**config.mk**
```make
export PLATFORM = sky130hd
export DESIGN_NAME = deser_frame_lock
export DESIGN_NICKNAME = d
export VERILOG_FILES = /design/src/rtl/deser_pkg.sv /design/src/rtl/deser_bit_pos.sv /design/src/rtl/deser_word_shift.sv /design/src/rtl/deser_link_fsm.sv /design/src/rtl/deser_frame_lock.sv
export SDC_FILE = /design/constraint.sdc
export NUM_CORES = 1
export LEC_CHECK = 0
export BUFFER_PORTS_ARGS = -buffer_cell sky130_fd_sc_hd__buf_2
export CAP_MARGIN = 20
export CELL_PAD_IN_SITES_DETAIL_PLACEMENT = 0
export CELL_PAD_IN_SITES_GLOBAL_PLACEMENT = 1
export CORE_MARGIN = 4
export CORE_UTILIZATION = 49
export DETAILED_ROUTE_END_ITERATION = 6
export GPL_TIMING_DRIVEN = 0
export PLACE_DENSITY = 0.91
export REMOVE_ABC_BUFFERS = 1
export SYNTH_ARGS = -nofsm -noshare
export SYNTH_HDL_FRONTEND = slang
export SYNTH_HIERARCHICAL = 1
export SYNTH_SLANG_ARGS = --single-unit
```
**constraint.sdc**
```tcl
create_clock -name clk -period 8.5 [get_ports clk]
set_input_delay 1.7 -clock clk [delete_from_list [all_inputs] [get_ports clk]]
set_output_delay 1.7 -clock clk [all_outputs]
set_load 0.02 [all_outputs]
```
**src/rtl/deser_pkg.sv**
```systemverilog
package deser_pkg;
  typedef enum logic {
    ST_SEARCH = 1'b0,
    ST_LOCKED = 1'b1
  } link_st_t;
endpackage

```
**src/rtl/deser_bit_pos.sv**
```systemverilog
// Bit position inside the frame; a hold repeats position 0 to slip by one bit.
module deser_bit_pos #(
  parameter int FRAME_W = 18
) (
  input  logic                       clk,
  input  logic                       rst,
  input  logic                       clr,
  input  logic                       hold,
  output logic [$clog2(FRAME_W)-1:0] pos_o,
  output logic                       at_start_o
);
  localparam int POS_W = $clog2(FRAME_W);
  localparam logic [POS_W-1:0] POS_LAST = POS_W'(FRAME_W - 1);

  logic [POS_W-1:0] pos_q;

  always_ff @(posedge clk) begin
    if (rst || clr) begin
      pos_q <= '0;
    end else if (!hold) begin
      pos_q <= (pos_q == POS_LAST) ? '0 : pos_q + POS_W'(1);
    end
  end

  assign pos_o      = pos_q;
  assign at_start_o = (pos_q == '0);
endmodule

```
**src/rtl/deser_word_shift.sv**
```systemverilog
// Collects payload bits, least-significant first, at positions 1..DATA_W.
module deser_word_shift #(
  parameter int DATA_W  = 16,
  parameter int FRAME_W = DATA_W + 2
) (
  input  logic                       clk,
  input  logic                       rst,
  input  logic                       sdi,
  input  logic [$clog2(FRAME_W)-1:0] pos,
  output logic [DATA_W-1:0]          word_o
);
  localparam int POS_W = $clog2(FRAME_W);
  localparam logic [POS_W-1:0] FIRST_DATA = POS_W'(1);
  localparam logic [POS_W-1:0] LAST_DATA  = POS_W'(DATA_W);

  logic [DATA_W-1:0] shift_q;

  always_ff @(posedge clk) begin
    if (rst) begin
      shift_q <= '0;
    end else if (pos >= FIRST_DATA && pos <= LAST_DATA) begin
      shift_q <= {sdi, shift_q[DATA_W-1:1]};
    end
  end

  assign word_o = shift_q;
endmodule

```
**src/rtl/deser_link_fsm.sv**
```systemverilog
// Search / locked control with the qualification and loss counters.
module deser_link_fsm
  import deser_pkg::*;
#(
  parameter int QUAL_FRAMES = 150,
  parameter int LOSS_LIMIT  = 4
) (
  input  logic                               clk,
  input  logic                               rst,
  input  logic                               ref_ok,
  input  logic                               at_start,
  input  logic                               good,
  output logic                               load,
  output logic                               drop,
  output logic                               slip,
  output logic                               locked,
  output logic [$clog2(QUAL_FRAMES+1)-1:0]   qual_cnt,
  output logic [$clog2(LOSS_LIMIT+1)-1:0]    miss_cnt
);
  localparam int QUAL_W = $clog2(QUAL_FRAMES + 1);
  localparam int LOSS_W = $clog2(LOSS_LIMIT + 1);
  localparam logic [QUAL_W-1:0] QUAL_LAST = QUAL_W'(QUAL_FRAMES - 1);
  localparam logic [LOSS_W-1:0] LOSS_LAST = LOSS_W'(LOSS_LIMIT - 1);

  link_st_t          st_q;
  logic [QUAL_W-1:0] qual_q;
  logic [LOSS_W-1:0] miss_q;
  logic              bad;
  logic              last_miss;

  assign locked    = (st_q == ST_LOCKED);
  assign bad       = at_start && !good;
  assign last_miss = (miss_q == LOSS_LAST);
  assign load      = at_start && good && (locked || qual_q == QUAL_LAST);
  assign drop      = bad && locked && last_miss;
  assign slip      = bad && (!locked || last_miss);

  always_ff @(posedge clk) begin
    if (rst || !ref_ok) begin
      st_q   <= ST_SEARCH;
      qual_q <= '0;
      miss_q <= '0;
    end else if (at_start) begin
      if (!locked) begin
        if (!good) begin
          qual_q <= '0;
        end else if (qual_q == QUAL_LAST) begin
          st_q   <= ST_LOCKED;
          qual_q <= '0;
        end else begin
          qual_q <= qual_q + QUAL_W'(1);
        end
      end else if (good) begin
        miss_q <= '0;
      end else if (last_miss) begin
        st_q   <= ST_SEARCH;
        miss_q <= '0;
      end else begin
        miss_q <= miss_q + LOSS_W'(1);
      end
    end
  end

  assign qual_cnt = qual_q;
  assign miss_cnt = miss_q;
endmodule

```
**src/rtl/deser_frame_lock.sv**
```systemverilog
module deser_frame_lock #(
  parameter int DATA_W      = 16,
  parameter int QUAL_FRAMES = 150,
  parameter int LOSS_LIMIT  = 4
) (
  input  logic              clk,
  input  logic              rst,
  input  logic              ref_ok,
  input  logic              sdi,
  output logic [DATA_W-1:0] dout,
  output logic              dout_oe,
  output logic              lock_n
);
  localparam int FRAME_W = DATA_W + 2;
  localparam int POS_W   = $clog2(FRAME_W);
  localparam int QUAL_W  = $clog2(QUAL_FRAMES + 1);
  localparam int LOSS_W  = $clog2(LOSS_LIMIT + 1);

  logic              prev_bit;
  logic              at_start;
  logic              good;
  logic              slip;
  logic              load;
  logic              drop;
  logic              locked;
  logic [POS_W-1:0]  pos_q;
  logic [DATA_W-1:0] word;
  logic [QUAL_W-1:0] qual_cnt;
  logic [LOSS_W-1:0] miss_cnt;

  // Previous line bit; reset to 1 so the first bit can never pass as a boundary.
  always_ff @(posedge clk) begin
    if (rst || !ref_ok) prev_bit <= 1'b1;
    else                prev_bit <= sdi;
  end

  assign good = at_start && sdi && !prev_bit;

  deser_bit_pos #(.FRAME_W(FRAME_W)) pos_i (
    .clk       (clk),
    .rst       (rst),
    .clr       (!ref_ok),
    .hold      (slip),
    .pos_o     (pos_q),
    .at_start_o(at_start)
  );

  deser_word_shift #(.DATA_W(DATA_W), .FRAME_W(FRAME_W)) shift_i (
    .clk   (clk),
    .rst   (rst),
    .sdi   (sdi),
    .pos   (pos_q),
    .word_o(word)
  );

  deser_link_fsm #(.QUAL_FRAMES(QUAL_FRAMES), .LOSS_LIMIT(LOSS_LIMIT)) fsm_i (
    .clk     (clk),
    .rst     (rst),
    .ref_ok  (ref_ok),
    .at_start(at_start),
    .good    (good),
    .load    (load),
    .drop    (drop),
    .slip    (slip),
    .locked  (locked),
    .qual_cnt(qual_cnt),
    .miss_cnt(miss_cnt)
  );

  // Registered outputs: word, enable and lock flag move on the same edge.
  always_ff @(posedge clk) begin
    if (rst || !ref_ok) begin
      dout    <= '0;
      dout_oe <= 1'b0;
      lock_n  <= 1'b1;
    end else if (load) begin
      dout    <= word;
      dout_oe <= 1'b1;
      lock_n  <= 1'b0;
    end else if (drop) begin
      dout    <= '0;
      dout_oe <= 1'b0;
      lock_n  <= 1'b1;
    end
  end
endmodule

```
==> impl_metrics.py <==
metrics = {
    "yosys": {
        "yosys_warnings": 6,
        "syn_inst": 290,
        "ys_async_sr_fraction_pct": 0,
        "synth_edf_count": 0,
        "ys_seq_elements": 52,
        "avgSynthCellArea_um2": 9.07,
        "ys.flop_type": "dfxtp_1",
        "syn-cell-area_um2": 2630,
        "yosysSeqAreaShare_pct": 39.6,
        "synthDistinctLibCells": 53,
    },
    "placement": {
        "hpwl_um": 3280,
        "gp_congestion": 0.771,
        "pre_cts_ws_ns": 4.77,
        "portBuffers": 21,
        "dp.cells": 364,
    },
    "power": {
        "p_sw_uw": 88.3,
        "leakage_nw": 1.10,
        "ir_worst_vdd_mv": 0.106,
        "p_int_uw": 364,
        "report.power.total_uw": 452,
        "combPwrFrac_pct": 3.1,
        "clkPwrFrac_pct": 42.9,
        "swShare_pct": 19.5,
        "p_seq_share_pct": 54.0,
        "p_per_area_nw_per_um2": 156,
    },
    "worst_setup_path": {
        "crit_type": "input pin to flop",
        "slowest_stage": "and3_1",
        "reg2reg_slack_ns": 5.16,
        "cp_max_fo": 34,
        "cp.required_ns": 8.66,
        "path_cells": "buf_2, nand2_1, nor2_1, and3_1, or3b_2, a21oi_1",
        "critical_path.max_stage_delay_ns": 0.92,
        "cp.arrival_ns": 3.54,
        "start_kind": "input pin",
        "path_buf_inv": 1,
        "critical_path.top_delay_family": "simple AND/OR/NAND/NOR gates",
        "end_kind": "flop",
    },
    "floorplanning": {
        "initial_utilization_pct": 50.9,
        "num_rows": 26,
        "die-area_um2": 6610,
        "io_pins": 22,
        "dieHeight_um": 81.3,
        "coreArea_um2": 5170,
        "die_w_um": 81.3,
    },
    "clocking": {
        "hold_buffers": 0,
        "clkTransAtPathRegs_ns": 0.09,
        "cts_root_buf": "clkbuf_8",
        "numCtsBuffers": 5,
        "cts_tree": "yes",
        "clockBufferDepth": 2,
        "postCtsSetupBuffers": 0,
        "cts_resized": 0,
        "htree_levels": 2,
        "insertion_delay_ns": 0.30,
        "clkSinkCount": 52,
    },
    "detailed_routing": {
        "finalWirelength_um": 5020,
        "drt_iter0_markers": 118,
        "vias_per_cell": 5.52,
        "met1_length_um": 2570,
        "ant_nets": 0,
        "wl_per_cell_um": 13.5,
        "route.met2.wl_um": 2230,
        "top_layer_used": "met4",
        "vias": 2053,
        "drc": 0,
        "drtPass1Iterations": 4,
        "wl_met3_um": 174,
    },
    "sta": {
        "setup_violations": 0,
        "maxSlewHeadroom_pct": 32.1,
        "setup_ws_ns": 5.12,
        "timing.final.crit_share_pct": 39.8,
        "rsz0062_at_grt": "false",
        "finClkSkew_ns": 0.00484,
        "drv_slew": 0,
        "max_slew.worst_pin.slew_ns": 1.02,
        "fin_crit_ns": 3.38,
        "fmax_mhz": 296,
        "hold_viol_final": 0,
        "tns_ns": 0,
    },
    "layout": {
        "nets": 312,
        "fin_cells": 372,
        "antenna_cells": 0,
        "fin_util_pct": 56.0,
        "syn_to_final_growth_pct": 10.1,
        "final_layout_size_suffix_gt1_share_pct": 16.6,
    },
    "global_route": {
        "grt_pass1_vias": 1907,
        "grt.total_usage_pct": 16.2,
        "grt_pass1_wl_um": 8580,
        "grt_antenna_before_repair": 0,
        "globalRouteOverflowTotal": 0,
        "grt_max_degree": 38,
    },
    "worst_hold_path": {
        "hold_path.class": "flop to flop",
    },
    "flow_run": {
        "cap_violations": 0,
    },
    "outcome": {
        "outcome": "finished clean",
    },
}
## final cells by class
type	instances	area, µm²
fill	469	2280
clock inverter	2	60.1
timing repair buffer	23	138
multi-input combinational	213	1480
clock buffer	5	68.8
sequential	52	1040
inverter	7	26.3
tap	70	87.6
## synthesized netlist by cell type, types with 2 or more instances
cell type,number,area [µm²]
dfxtp_1,52,1040
nand2_1,41,154
o21ai_0,22,110
a21oi_1,20,100
nor3b_1,18,135
and3b_1,15,131
or3b_1,11,96.3
nor2_1,9,33.8
o21ai_1,9,45.0
clkbuf_1,8,30.0
inv_1,7,26.3
ha_1,6,75.1
buf_2,5,25.0
or3b_2,5,43.8
nand2b_1,4,25.0
xor2_1,4,35.0
a211oi_1,3,22.5
a221oi_1,3,26.3
nand4b_1,3,26.3
o31ai_1,3,22.5
or3_1,3,18.8
a221oi_2,2,30.0
buf_6,2,22.5
nor2b_1,2,12.5
nor4b_1,2,17.5
o21ai_2,2,17.5
or4_4,2,22.5
xnor2_1,2,17.5
## metal layers
layer,global-route usage [%],vias to the layer above
li1,-,1064
met1,21.5,958
met2,26.3,26
met3,4.10,5
met4,3.55,0
met5,0,-
## cell usage in the layout (no fill, tap or decap), types with 2 or more instances in the layout
cell       count
o21ai_0       22
ha_1           6
o21ai_1        9
o31ai_1        3
xnor2_1        2
or3b_1        11
bufinv_16      2
and3b_1       15
o21ai_2        2
or4_4          2
nand4b_1       3
buf_2         22
inv_1          7
nor4b_1        2
a211oi_1       3
a221oi_1       3
nor3b_1       18
nor2b_1        2
dfxtp_1       52
xor2_1         4
nand2b_1       4
clkbuf_8       5
or3_1          3
a21oi_1       20
nand2_1       41
or3b_2         5
a221oi_2       2
nor2_1         9
## power groups by stage
stage,clock network (mW),registers [mW],logic [mW]
after global routing,0.208,0.245,0.0155
after CTS,0.201,0.244,0.0140
after global placement,0,0.250,0.0137
after floorplan,0,0.250,0.00834
after detailed placement,0,0.250,0.0139
final,0.194,0.244,0.0140
## metrics by stage
step	hold WS, ns	area [µm²]
finish	0.464	2900
global route	0.484	2900
CTS	0.469	2870
detailed placement	0.454	2740
global placement	0.444	2730
floorplan	0.436	2540
## flip-flops by register name, summed over array words and instances (netlist names)
register and count:
dout 16, fsm_i/qual_cnt 8, pos_i/pos_o 5, prev_bit 1, fsm_i/locked 1, dout_oe 1, fsm_i/miss_cnt 3, lock_n 1
shift_i/word_o 16
## worst paths after layout
path                                   startpoint                 to  cells after the start
worst min-delay path            fsm_i/miss_cnt[1]  fsm_i/miss_cnt[1]                      2
worst max-delay path                          sdi            dout[9]                      6
worst max register to register     pos_i/pos_o[0]            dout[9]                      8
worst min register to register  fsm_i/miss_cnt[1]  fsm_i/miss_cnt[1]                      2
## tightest hold or removal path, cell delays in order, from the launching register on
cell	delay [ns]
dfxtp_1	0.32
nand2_1	0.05
a21oi_1	0.05
## kinds of logic (layout without fill, tap and decap cells)
kind of cell	count (synthesis)	count (layout)	synth area share [%]
AO/OA/AOI/OAI	70	70	17.1
XOR/XNOR	6	6	2.00
adder cells (fa/ha/maj)	6	6	2.85
buffers and inverters	25	37	4.56
flip-flops	52	52	39.6
multiplexers	2	2	0.808
AND/OR/NAND/NOR	129	129	33.1
(Power assumes the default switching activity.)
